`config.mk`:
```
export PLATFORM = sky130hd
export DESIGN_NAME = wbna_dcache
export DESIGN_NICKNAME = d
export VERILOG_FILES = /design/src/rtl/wbna_pkg.sv /design/src/rtl/wbna_tag_cam.sv /design/src/rtl/wbna_victim.sv /design/src/rtl/wbna_line_store.sv /design/src/rtl/wbna_miss_fsm.sv /design/src/rtl/wbna_dcache.sv
export SDC_FILE = /design/constraint.sdc
export NUM_CORES = 2
export LEC_CHECK = 0
export BUFFER_PORTS_ARGS = -buffer_cell sky130_fd_sc_hd__buf_2
export CAP_MARGIN = 40
export CORE_MARGIN = 5
export CORE_UTILIZATION = 65
export DETAILED_ROUTE_END_ITERATION = 8
export HOLD_SLACK_MARGIN = 0.02
export PLACE_DENSITY = 0.82
export SLEW_MARGIN = 10
export SYNTH_ARGS = -nofsm -noshare
export SYNTH_HDL_FRONTEND = slang
export SYNTH_SLANG_ARGS = --single-unit
```
`constraint.sdc`:
```
create_clock -name clk -period 10.2 [get_ports clk]
set_input_delay 0.51 -clock clk [delete_from_list [all_inputs] [get_ports clk]]
set_output_delay 0.51 -clock clk [all_outputs]
set_load 0.005 [all_outputs]
```
`src/rtl/wbna_pkg.sv`:
```
package wbna_pkg;
  localparam int LINE_WORDS = 4;
  localparam int WORD_SEL_W = 2;
  localparam int OFFSET_W   = 4;
  localparam int DATA_W     = 32;
  localparam int BE_W       = DATA_W / 8;

  typedef enum logic [1:0] {
    ST_IDLE  = 2'd0,
    ST_WBACK = 2'd1,
    ST_FILL  = 2'd2,
    ST_WMISS = 2'd3
  } miss_state_e;
endpackage

```
`src/rtl/wbna_tag_cam.sv`:
```
module wbna_tag_cam #(
  parameter int ENTRIES = 16,
  parameter int TAG_W   = 28,
  parameter int IDX_W   = 4
) (
  input  logic             clk,
  input  logic             rst_n,
  input  logic [TAG_W-1:0] lookup_tag,
  output logic [ENTRIES-1:0] match_vec,
  output logic             hit,
  output logic [IDX_W-1:0] hit_idx,
  output logic             free_any,
  output logic [IDX_W-1:0] free_idx,
  input  logic [IDX_W-1:0] rd_idx,
  output logic             rd_valid,
  output logic             rd_dirty,
  output logic [TAG_W-1:0] rd_tag,
  input  logic             install_en,
  input  logic [IDX_W-1:0] install_idx,
  input  logic [TAG_W-1:0] install_tag,
  input  logic             dirty_en,
  input  logic [IDX_W-1:0] dirty_idx
);
  logic [TAG_W-1:0]   tag_q [ENTRIES];
  logic [ENTRIES-1:0] valid_q, valid_d;
  logic [ENTRIES-1:0] dirty_q, dirty_d;

  for (genvar g = 0; g < ENTRIES; g++) begin : g_cmp
    assign match_vec[g] = valid_q[g] && (tag_q[g] == lookup_tag);
  end

  always_comb begin
    hit_idx = '0;
    for (int i = 0; i < ENTRIES; i++) begin
      if (match_vec[i]) hit_idx = hit_idx | IDX_W'(i);
    end
  end
  assign hit = |match_vec;

  always_comb begin
    free_idx = '0;
    for (int i = ENTRIES - 1; i >= 0; i--) begin
      if (!valid_q[i]) free_idx = IDX_W'(i);
    end
  end
  assign free_any = ~&valid_q;

  assign rd_valid = valid_q[rd_idx];
  assign rd_dirty = dirty_q[rd_idx];
  assign rd_tag   = tag_q[rd_idx];

  always_comb begin
    valid_d = valid_q;
    dirty_d = dirty_q;
    if (install_en) begin
      valid_d[install_idx] = 1'b1;
      dirty_d[install_idx] = 1'b0;
    end
    if (dirty_en) dirty_d[dirty_idx] = 1'b1;
  end

  always_ff @(posedge clk or negedge rst_n) begin
    if (!rst_n) begin
      valid_q <= '0;
      dirty_q <= '0;
    end else begin
      valid_q <= valid_d;
      dirty_q <= dirty_d;
    end
  end

  always_ff @(posedge clk) begin
    if (install_en) tag_q[install_idx] <= install_tag;
  end
endmodule

```
`src/rtl/wbna_victim.sv`:
```
module wbna_victim #(
  parameter int ENTRIES = 16,
  parameter int IDX_W   = 4
) (
  input  logic             clk,
  input  logic             rst_n,
  input  logic             free_any,
  input  logic [IDX_W-1:0] free_idx,
  input  logic             advance,
  output logic [IDX_W-1:0] victim_idx
);
  logic [IDX_W-1:0] ptr_q, ptr_d;

  always_comb begin
    ptr_d = ptr_q;
    if (advance) ptr_d = (ptr_q == IDX_W'(ENTRIES - 1)) ? '0 : ptr_q + 1'b1;
  end

  always_ff @(posedge clk or negedge rst_n) begin
    if (!rst_n) ptr_q <= '0;
    else        ptr_q <= ptr_d;
  end

  assign victim_idx = free_any ? free_idx : ptr_q;
endmodule

```
`src/rtl/wbna_line_store.sv`:
```
module wbna_line_store
  import wbna_pkg::*;
#(
  parameter int ENTRIES = 16,
  parameter int IDX_W   = 4
) (
  input  logic                  clk,
  input  logic                  wr_en,
  input  logic [IDX_W-1:0]      wr_idx,
  input  logic [WORD_SEL_W-1:0] wr_word,
  input  logic [BE_W-1:0]       wr_be,
  input  logic [DATA_W-1:0]     wr_data,
  input  logic [IDX_W-1:0]      rd_idx,
  input  logic [WORD_SEL_W-1:0] rd_word,
  output logic [DATA_W-1:0]     rd_data
);
  localparam int SLOTS = ENTRIES * LINE_WORDS;

  logic [DATA_W-1:0] word_q [SLOTS];
  logic [IDX_W+WORD_SEL_W-1:0] wr_slot, rd_slot;

  assign wr_slot = {wr_idx, wr_word};
  assign rd_slot = {rd_idx, rd_word};

  always_ff @(posedge clk) begin
    for (int b = 0; b < BE_W; b++) begin
      if (wr_en && wr_be[b]) word_q[wr_slot][8*b +: 8] <= wr_data[8*b +: 8];
    end
  end

  assign rd_data = word_q[rd_slot];
endmodule

```
`src/rtl/wbna_miss_fsm.sv`:
```
module wbna_miss_fsm
  import wbna_pkg::*;
#(
  parameter int ADDR_W  = 32,
  parameter int IDX_W   = 4,
  parameter int PENALTY = 4
) (
  input  logic                  clk,
  input  logic                  rst_n,
  input  logic                  req_valid,
  input  logic                  req_write,
  input  logic [ADDR_W-1:0]     req_addr,
  input  logic [DATA_W-1:0]     req_wdata,
  input  logic [BE_W-1:0]       req_be,
  input  logic                  hit,
  input  logic [IDX_W-1:0]      hit_idx,
  input  logic [IDX_W-1:0]      victim_idx,
  input  logic                  victim_valid,
  input  logic                  victim_dirty,
  input  logic [ADDR_W-OFFSET_W-1:0] victim_tag,
  input  logic [DATA_W-1:0]     st_rd_data,
  input  logic                  mem_ack,
  input  logic [DATA_W-1:0]     mem_rdata,
  output logic                  stall,
  output logic                  resp_valid,
  output logic [DATA_W-1:0]     resp_rdata,
  output logic                  mem_req,
  output logic                  mem_write,
  output logic [ADDR_W-1:0]     mem_addr,
  output logic [DATA_W-1:0]     mem_wdata,
  output logic [BE_W-1:0]       mem_be,
  output logic                  st_wr_en,
  output logic [IDX_W-1:0]      st_wr_idx,
  output logic [WORD_SEL_W-1:0] st_wr_word,
  output logic [BE_W-1:0]       st_wr_be,
  output logic [DATA_W-1:0]     st_wr_data,
  output logic [IDX_W-1:0]      st_rd_idx,
  output logic [WORD_SEL_W-1:0] st_rd_word,
  output logic                  install_en,
  output logic [IDX_W-1:0]      install_idx,
  output logic [ADDR_W-OFFSET_W-1:0] install_tag,
  output logic                  dirty_en,
  output logic [IDX_W-1:0]      dirty_idx,
  output logic                  rr_advance
);
  localparam int TAG_W = ADDR_W - OFFSET_W;
  localparam int CNT_W = $clog2(PENALTY + 1);
  localparam logic [CNT_W-1:0] PEN_LAST = CNT_W'(PENALTY - 1);
  localparam logic [WORD_SEL_W-1:0] BEAT_LAST = WORD_SEL_W'(LINE_WORDS - 1);

  miss_state_e             state_q, state_d;
  logic [WORD_SEL_W-1:0]   beat_q, beat_d;
  logic [CNT_W-1:0]        cnt_q, cnt_d;
  logic                    sent_q, sent_d;
  logic                    resp_valid_d;
  logic [DATA_W-1:0]       resp_rdata_q, resp_rdata_d;
  logic [ADDR_W-1:0]       addr_q;
  logic [DATA_W-1:0]       wdata_q;
  logic [BE_W-1:0]         be_q;
  logic [IDX_W-1:0]        vic_q;
  logic [TAG_W-1:0]        wb_tag_q;
  logic                    resp_valid_q;

  logic accept, hit_acc, miss_acc, pen_ok, beat_ack;

  assign accept   = (state_q == ST_IDLE) && req_valid;
  assign hit_acc  = accept && hit;
  assign miss_acc = accept && !hit;
  assign pen_ok   = (cnt_q >= PEN_LAST);
  assign beat_ack = mem_req && mem_ack;

  always_comb begin
    state_d      = state_q;
    beat_d       = beat_q;
    cnt_d        = cnt_q;
    sent_d       = sent_q;
    resp_valid_d = 1'b0;
    resp_rdata_d = resp_rdata_q;
    mem_req      = 1'b0;
    mem_write    = 1'b0;
    mem_addr     = '0;
    mem_wdata    = '0;
    mem_be       = '0;
    st_wr_en     = 1'b0;
    st_wr_idx    = hit_idx;
    st_wr_word   = req_addr[OFFSET_W-1:2];
    st_wr_be     = req_be;
    st_wr_data   = req_wdata;
    st_rd_idx    = hit_idx;
    st_rd_word   = req_addr[OFFSET_W-1:2];
    install_en   = 1'b0;
    install_idx  = vic_q;
    install_tag  = addr_q[ADDR_W-1:OFFSET_W];
    dirty_en     = 1'b0;
    dirty_idx    = hit_idx;
    rr_advance   = 1'b0;
    unique case (state_q)
      ST_IDLE: begin
        if (hit_acc) begin
          resp_valid_d = 1'b1;
          if (req_write) begin
            st_wr_en = 1'b1;
            dirty_en = 1'b1;
          end else begin
            resp_rdata_d = st_rd_data;
          end
        end else if (miss_acc) begin
          beat_d = '0;
          cnt_d  = '0;
          sent_d = 1'b0;
          if (req_write) begin
            state_d = ST_WMISS;
          end else begin
            rr_advance = victim_valid;
            state_d    = (victim_valid && victim_dirty) ? ST_WBACK : ST_FILL;
          end
        end
      end
      ST_WBACK: begin
        mem_req    = 1'b1;
        mem_write  = 1'b1;
        mem_addr   = {wb_tag_q, beat_q, 2'b00};
        mem_wdata  = st_rd_data;
        mem_be     = '1;
        st_rd_idx  = vic_q;
        st_rd_word = beat_q;
        if (mem_ack) begin
          beat_d = beat_q + 1'b1;
          if (beat_q == BEAT_LAST) state_d = ST_FILL;
        end
      end
      ST_FILL: begin
        mem_req    = !sent_q;
        mem_addr   = {addr_q[ADDR_W-1:OFFSET_W], beat_q, 2'b00};
        st_wr_idx  = vic_q;
        st_wr_word = beat_q;
        st_wr_be   = '1;
        st_wr_data = mem_rdata;
        cnt_d      = pen_ok ? cnt_q : cnt_q + 1'b1;
        if (beat_ack) begin
          st_wr_en = 1'b1;
          beat_d   = beat_q + 1'b1;
          if (beat_q == addr_q[OFFSET_W-1:2]) resp_rdata_d = mem_rdata;
          if (beat_q == BEAT_LAST) sent_d = 1'b1;
        end
        if ((sent_q || (beat_ack && beat_q == BEAT_LAST)) && pen_ok) begin
          state_d      = ST_IDLE;
          install_en   = 1'b1;
          resp_valid_d = 1'b1;
        end
      end
      ST_WMISS: begin
        mem_req   = !sent_q;
        mem_write = 1'b1;
        mem_addr  = addr_q;
        mem_wdata = wdata_q;
        mem_be    = be_q;
        cnt_d     = pen_ok ? cnt_q : cnt_q + 1'b1;
        if (beat_ack) sent_d = 1'b1;
        if ((sent_q || beat_ack) && pen_ok) begin
          state_d      = ST_IDLE;
          resp_valid_d = 1'b1;
        end
      end
      default: state_d = ST_IDLE;
    endcase
  end

  always_ff @(posedge clk or negedge rst_n) begin
    if (!rst_n) begin
      state_q      <= ST_IDLE;
      beat_q       <= '0;
      cnt_q        <= '0;
      sent_q       <= 1'b0;
      resp_valid_q <= 1'b0;
      resp_rdata_q <= '0;
    end else begin
      state_q      <= state_d;
      beat_q       <= beat_d;
      cnt_q        <= cnt_d;
      sent_q       <= sent_d;
      resp_valid_q <= resp_valid_d;
      resp_rdata_q <= resp_rdata_d;
    end
  end

  always_ff @(posedge clk) begin
    if (miss_acc) begin
      addr_q   <= req_addr;
      wdata_q  <= req_wdata;
      be_q     <= req_be;
      vic_q    <= victim_idx;
      wb_tag_q <= victim_tag;
    end
  end

  assign stall      = (state_q != ST_IDLE);
  assign resp_valid = resp_valid_q;
  assign resp_rdata = resp_rdata_q;
endmodule

```
`src/rtl/wbna_dcache.sv`:
```
module wbna_dcache
  import wbna_pkg::*;
#(
  parameter int ENTRIES = 16,
  parameter int PENALTY = 4
) (
  input  logic        clk,
  input  logic        rst_n,
  input  logic        req_valid,
  input  logic        req_write,
  input  logic [31:0] req_addr,
  input  logic [31:0] req_wdata,
  input  logic [3:0]  req_be,
  output logic        stall,
  output logic        resp_valid,
  output logic [31:0] resp_rdata,
  output logic        mem_req,
  output logic        mem_write,
  output logic [31:0] mem_addr,
  output logic [31:0] mem_wdata,
  output logic [3:0]  mem_be,
  input  logic        mem_ack,
  input  logic [31:0] mem_rdata
);
  localparam int ADDR_W = 32;
  localparam int IDX_W  = $clog2(ENTRIES);
  localparam int TAG_W  = ADDR_W - OFFSET_W;

  logic [1:0] rst_pipe_q;
  logic       rst_core_n;

  always_ff @(posedge clk or negedge rst_n) begin
    if (!rst_n) rst_pipe_q <= '0;
    else        rst_pipe_q <= {rst_pipe_q[0], 1'b1};
  end
  assign rst_core_n = rst_pipe_q[1];

  logic [ENTRIES-1:0]    match_vec;
  logic                  hit_any, free_any, vic_valid, vic_dirty;
  logic [IDX_W-1:0]      hit_idx, free_idx, victim_idx;
  logic [TAG_W-1:0]      vic_tag, install_tag;
  logic                  install_en, dirty_en, rr_advance, st_wr_en;
  logic [IDX_W-1:0]      install_idx, dirty_idx, st_wr_idx, st_rd_idx;
  logic [WORD_SEL_W-1:0] st_wr_word, st_rd_word;
  logic [BE_W-1:0]       st_wr_be;
  logic [DATA_W-1:0]     st_wr_data, st_rd_data;

  wbna_tag_cam #(.ENTRIES(ENTRIES), .TAG_W(TAG_W), .IDX_W(IDX_W)) u_cam (
    .clk(clk), .rst_n(rst_core_n),
    .lookup_tag(req_addr[ADDR_W-1:OFFSET_W]),
    .match_vec(match_vec), .hit(hit_any), .hit_idx(hit_idx),
    .free_any(free_any), .free_idx(free_idx),
    .rd_idx(victim_idx), .rd_valid(vic_valid), .rd_dirty(vic_dirty), .rd_tag(vic_tag),
    .install_en(install_en), .install_idx(install_idx), .install_tag(install_tag),
    .dirty_en(dirty_en), .dirty_idx(dirty_idx)
  );

  wbna_victim #(.ENTRIES(ENTRIES), .IDX_W(IDX_W)) u_victim (
    .clk(clk), .rst_n(rst_core_n),
    .free_any(free_any), .free_idx(free_idx),
    .advance(rr_advance), .victim_idx(victim_idx)
  );

  wbna_line_store #(.ENTRIES(ENTRIES), .IDX_W(IDX_W)) u_store (
    .clk(clk),
    .wr_en(st_wr_en), .wr_idx(st_wr_idx), .wr_word(st_wr_word),
    .wr_be(st_wr_be), .wr_data(st_wr_data),
    .rd_idx(st_rd_idx), .rd_word(st_rd_word), .rd_data(st_rd_data)
  );

  wbna_miss_fsm #(.ADDR_W(ADDR_W), .IDX_W(IDX_W), .PENALTY(PENALTY)) u_fsm (
    .clk(clk), .rst_n(rst_core_n),
    .req_valid(req_valid), .req_write(req_write), .req_addr(req_addr),
    .req_wdata(req_wdata), .req_be(req_be),
    .hit(hit_any), .hit_idx(hit_idx), .victim_idx(victim_idx),
    .victim_valid(vic_valid), .victim_dirty(vic_dirty), .victim_tag(vic_tag),
    .st_rd_data(st_rd_data), .mem_ack(mem_ack), .mem_rdata(mem_rdata),
    .stall(stall), .resp_valid(resp_valid), .resp_rdata(resp_rdata),
    .mem_req(mem_req), .mem_write(mem_write), .mem_addr(mem_addr),
    .mem_wdata(mem_wdata), .mem_be(mem_be),
    .st_wr_en(st_wr_en), .st_wr_idx(st_wr_idx), .st_wr_word(st_wr_word),
    .st_wr_be(st_wr_be), .st_wr_data(st_wr_data),
    .st_rd_idx(st_rd_idx), .st_rd_word(st_rd_word),
    .install_en(install_en), .install_idx(install_idx), .install_tag(install_tag),
    .dirty_en(dirty_en), .dirty_idx(dirty_idx), .rr_advance(rr_advance)
  );
endmodule

```
==> impl_metrics.tcl <==
set metrics [dict create \
    ant_nets 0 \
    arrival_ns 6.50 \
    grt_max_degree 177 \
    initial_core_util_pct 65.3 \
    hold_viol_final 0 \
    clock_path_buffers 4 \
    crit_fanout 67 \
    setup_viol 0 \
    fillers 8959 \
    core_area_mm2 0.169 \
    worstSetupPathType "flop to output port" \
    avgRoutedWirePerCell_um 37.3 \
    clk_pin_slew_ns 0.06 \
    rsz0062_at_grt "no" \
    die_area_mm2 0.179 \
    outcome "complete, but fails checks" \
    initialDrtViolationCount 12400 \
    worst_slew_pin_slew_ns 1.14 \
    cp_num_buf_inv 6 \
    fmax_mhz 143 \
    cp.depth 13 \
    portBuffers 208 \
    yosysWarnings 0 \
    r2r_cells 11 \
    ys_ff_latch 2675 \
    synth_cells 6037 \
    antenna_found_initial 14 \
    cts_sinks 2675 \
    yosysTopAreaCell "edfxtp_1" \
    die_h_um 423 \
    ir_drop_v 0.000221 \
    htreeDepth 5 \
    syn_nets 6150 \
    first_global_vias 65700 \
    dpl.hpwl_um 186000 \
    worstSkewPairLatency_ns 0.97 \
    syn_avg_cell_area_um2 18.3 \
    ys_seq_area_share_pct 72.2 \
    place_congestion 1.01 \
    cpMostUsedCell "buf_4" \
    hold_path.class "input port to flop" \
    grt.total_usage_pct 37.0 \
    nets 6602 \
    synth_area_leaders "edfxtp_1 (70%), mux4_2 (11%), mux2i_1 (3.4%), xnor2_1 (3.0%), dfrtp_1 (1.8%)" \
    firstDrtPassIters 9 \
    p_leak_nw 41.8 \
    yosysUniqueCellTypes 74 \
    drv_cap 0 \
    cpLargestDelayFamily "buffers and inverters" \
    grt_overflow 0 \
    wl_um 332000 \
    slew_violations 0 \
    slowest_stage "nor4_1" \
    powerDensity_mw_per_mm2 246 \
    via_per_inst 7.42 \
    violations "design-rule violations" \
    syn_area_mm2 0.111 \
    post-route-period-util_pct 68.7 \
    layout-drive-gt1-share_pct 22.8 \
    grt_pass1_wl_um 475000 \
    fin_tns_setup_ns 0 \
    cts_buffers 279 \
    end_kind "output port" \
    post_cts_resized 0 \
    post_cts_buffers 0 \
    min_path_cells 4 \
    syn2layout_area_growth_pct 12.7 \
    whs_ns 0.0976 \
    slowest_delay_ns 0.86 \
    synth.top_cell.area_share_pct 70.4 \
    finClkSkew_ns 0.119 \
    die_w_um 423 \
    postSynth.asyncResetShare_pct 2.95 \
    layout_commonest_cell "edfxtp_1" \
    path_cells "inv_1 > ha_2 > buf_4 > mux2i_4 > buf_16 > buf_4 > buf_12 > mux4_2 > mux2i_1 > o22ai_1 > nor4_1 > o21ai_0 > buf_2" \
    synth-main-ff-cell "edfxtp_1" \
    vias 66100 \
    cts_tree "built" \
    min_period_ns 7.01 \
    relSlewSlack_pct 24.3 \
    drc 3 \
    worstPathRequired_ns 9.69 \
    pin_count 209 \
    fp-row-count 151 \
    synth_edf_count 2596 \
    root_buffer "clkbuf_16" \
    critPathLaunchType "flop" \
    layout_common_cells "edfxtp_1 (2,596), mux4_2 (540), xnor2_1 (376)" \
]
==> state kept, by name, indices dropped and copies added (netlist names), 2 cells and up <==
register,flops
u_fsm.wb_tag_q,28
rst_pipe_q,2
u_cam.tag_q,448
u_victim.ptr_q,4
u_cam.dirty_q,16
u_fsm.cnt_q,3
u_fsm.addr_q,32
u_cam.valid_q,16
u_store.word_q,2048
u_fsm.be_q,4
u_fsm.install_idx,4
u_fsm.state_q,2
u_fsm.wdata_q,32
u_fsm.resp_rdata,32
u_fsm.beat_q,2
==> worst reg2reg max path, cell delays in order (launching register included) <==
cell	delay, ns
edfxtp_1	0.47
xnor2_1	0.50
nand4_1	0.15
nor4_1	0.57
nand4_1	0.26
nand4_2	0.26
nor3_1	0.09
buf_4	0.18
mux2i_2	0.68
nand2_2	0.79
or2_2	0.68
nor2_1	0.66
==> power breakdown <==
part	switching, W	internal (W)	total [W]
Clock	0.00427	0.00572	0.00999
Combinational	0.00475	0.00230	0.00705
Sequential	0.000359	0.0133	0.0137
==> metrics by stage <==
step	worst slack [ns]	total power, W	cells	util [%]	cell area, um^2
2_1_floorplan	5.40	0.0178	6037	-	111000
3_3_place_gp	4.01	0.0201	8208	67.2	114000
3_5_place_dp	4.07	0.0205	8339	68.0	115000
4_1_cts	3.30	0.0303	8886	73.5	125000
5_1_grt	3.10	0.0314	8905	73.6	125000
6_report	3.19	0.0307	8907	73.6	125000
==> cell families (layout without fill, tap and decap cells) <==
family          Yosys count  after routing  synth area share (%)
flops                  2675           2675                  72.2
mux                     951            951                  14.7
xor+xnor                442            442                  3.50
compound gates          482            482                  2.97
buf+inv                 450           1095                  2.10
other cells               1              8               0.00339
fa+ha+maj                 8              8                0.0904
simple gates           1028           1028                  4.40
==> repair_timing <==
item	in CTS	in global routing
hold buffers	73	0
hold endpoints to repair	73	0
endpoints found under the setup margin	0	0
==> routing by layer <==
metal | track usage (%) | routed length (um) | up-vias
met4 | 21.9 | 25900 | 10
met3 | 10.4 | 45000 | 1549
met2 | 57.5 | 155000 | 6675
met1 | 47.5 | 106000 | 32800
met5 | 0 | 106 | -
li1 | - | - | 25000
==> worst paths after layout <==
path	start	end	slack (ns)
worst max-delay path	u_fsm.state_q[1]$_DFFE_PN0P_	mem_wdata[15]	3.19
worst min-delay path	mem_rdata[22]	u_fsm.resp_rdata[22]$_DFFE_PN0P_	0.1
worst max register to register	u_cam.tag_q[1][0]$_DFFE_PP_	u_store.word_q[44][31]$_DFFE_PP_	4.52
worst min register to register	rst_pipe_q[1]$_DFF_PN0_	u_fsm.resp_rdata[0]$_DFFE_PN0P_	0.28
max in group asynchronous	rst_pipe_q[1]$_DFF_PN0_	u_fsm.resp_rdata[9]$_DFFE_PN0P_	8.75
min in group asynchronous	rst_pipe_q[1]$_DFF_PN0_	u_fsm.resp_rdata[0]$_DFFE_PN0P_	0.28
==> area by class of cell <==
type	count	area, um^2	share of cell area (%)
Multi-Input combinational cell	2912	28800	23.0
Timing Repair Buffer	561	4460	3.57
Clock buffer	342	7390	5.92
Antenna cell	7	17.5	0.0140
Sequential cell	2675	79900	64.0
Tap cell	2218	2780	2.22
Inverter	60	234	0.187
Clock inverter	132	1230	0.989
==> synthesized netlist by cell type (44+ instances only) <==
master / count
clkbuf_1: 175
inv_1: 56
o21ai_0: 79
nor4_1: 46
buf_4: 47
o22ai_1: 115
nand2_1: 342
and3_1: 56
dfrtp_1: 79
nand4_1: 90
nand3_1: 68
buf_2: 97
xnor2_1: 376
mux4_2: 540
buf_6: 44
a22o_1: 56
xor2_1: 66
nor3_1: 147
mux2i_1: 376
nor2_1: 198
edfxtp_1: 2596
Power figures use the tool's default switching activity.
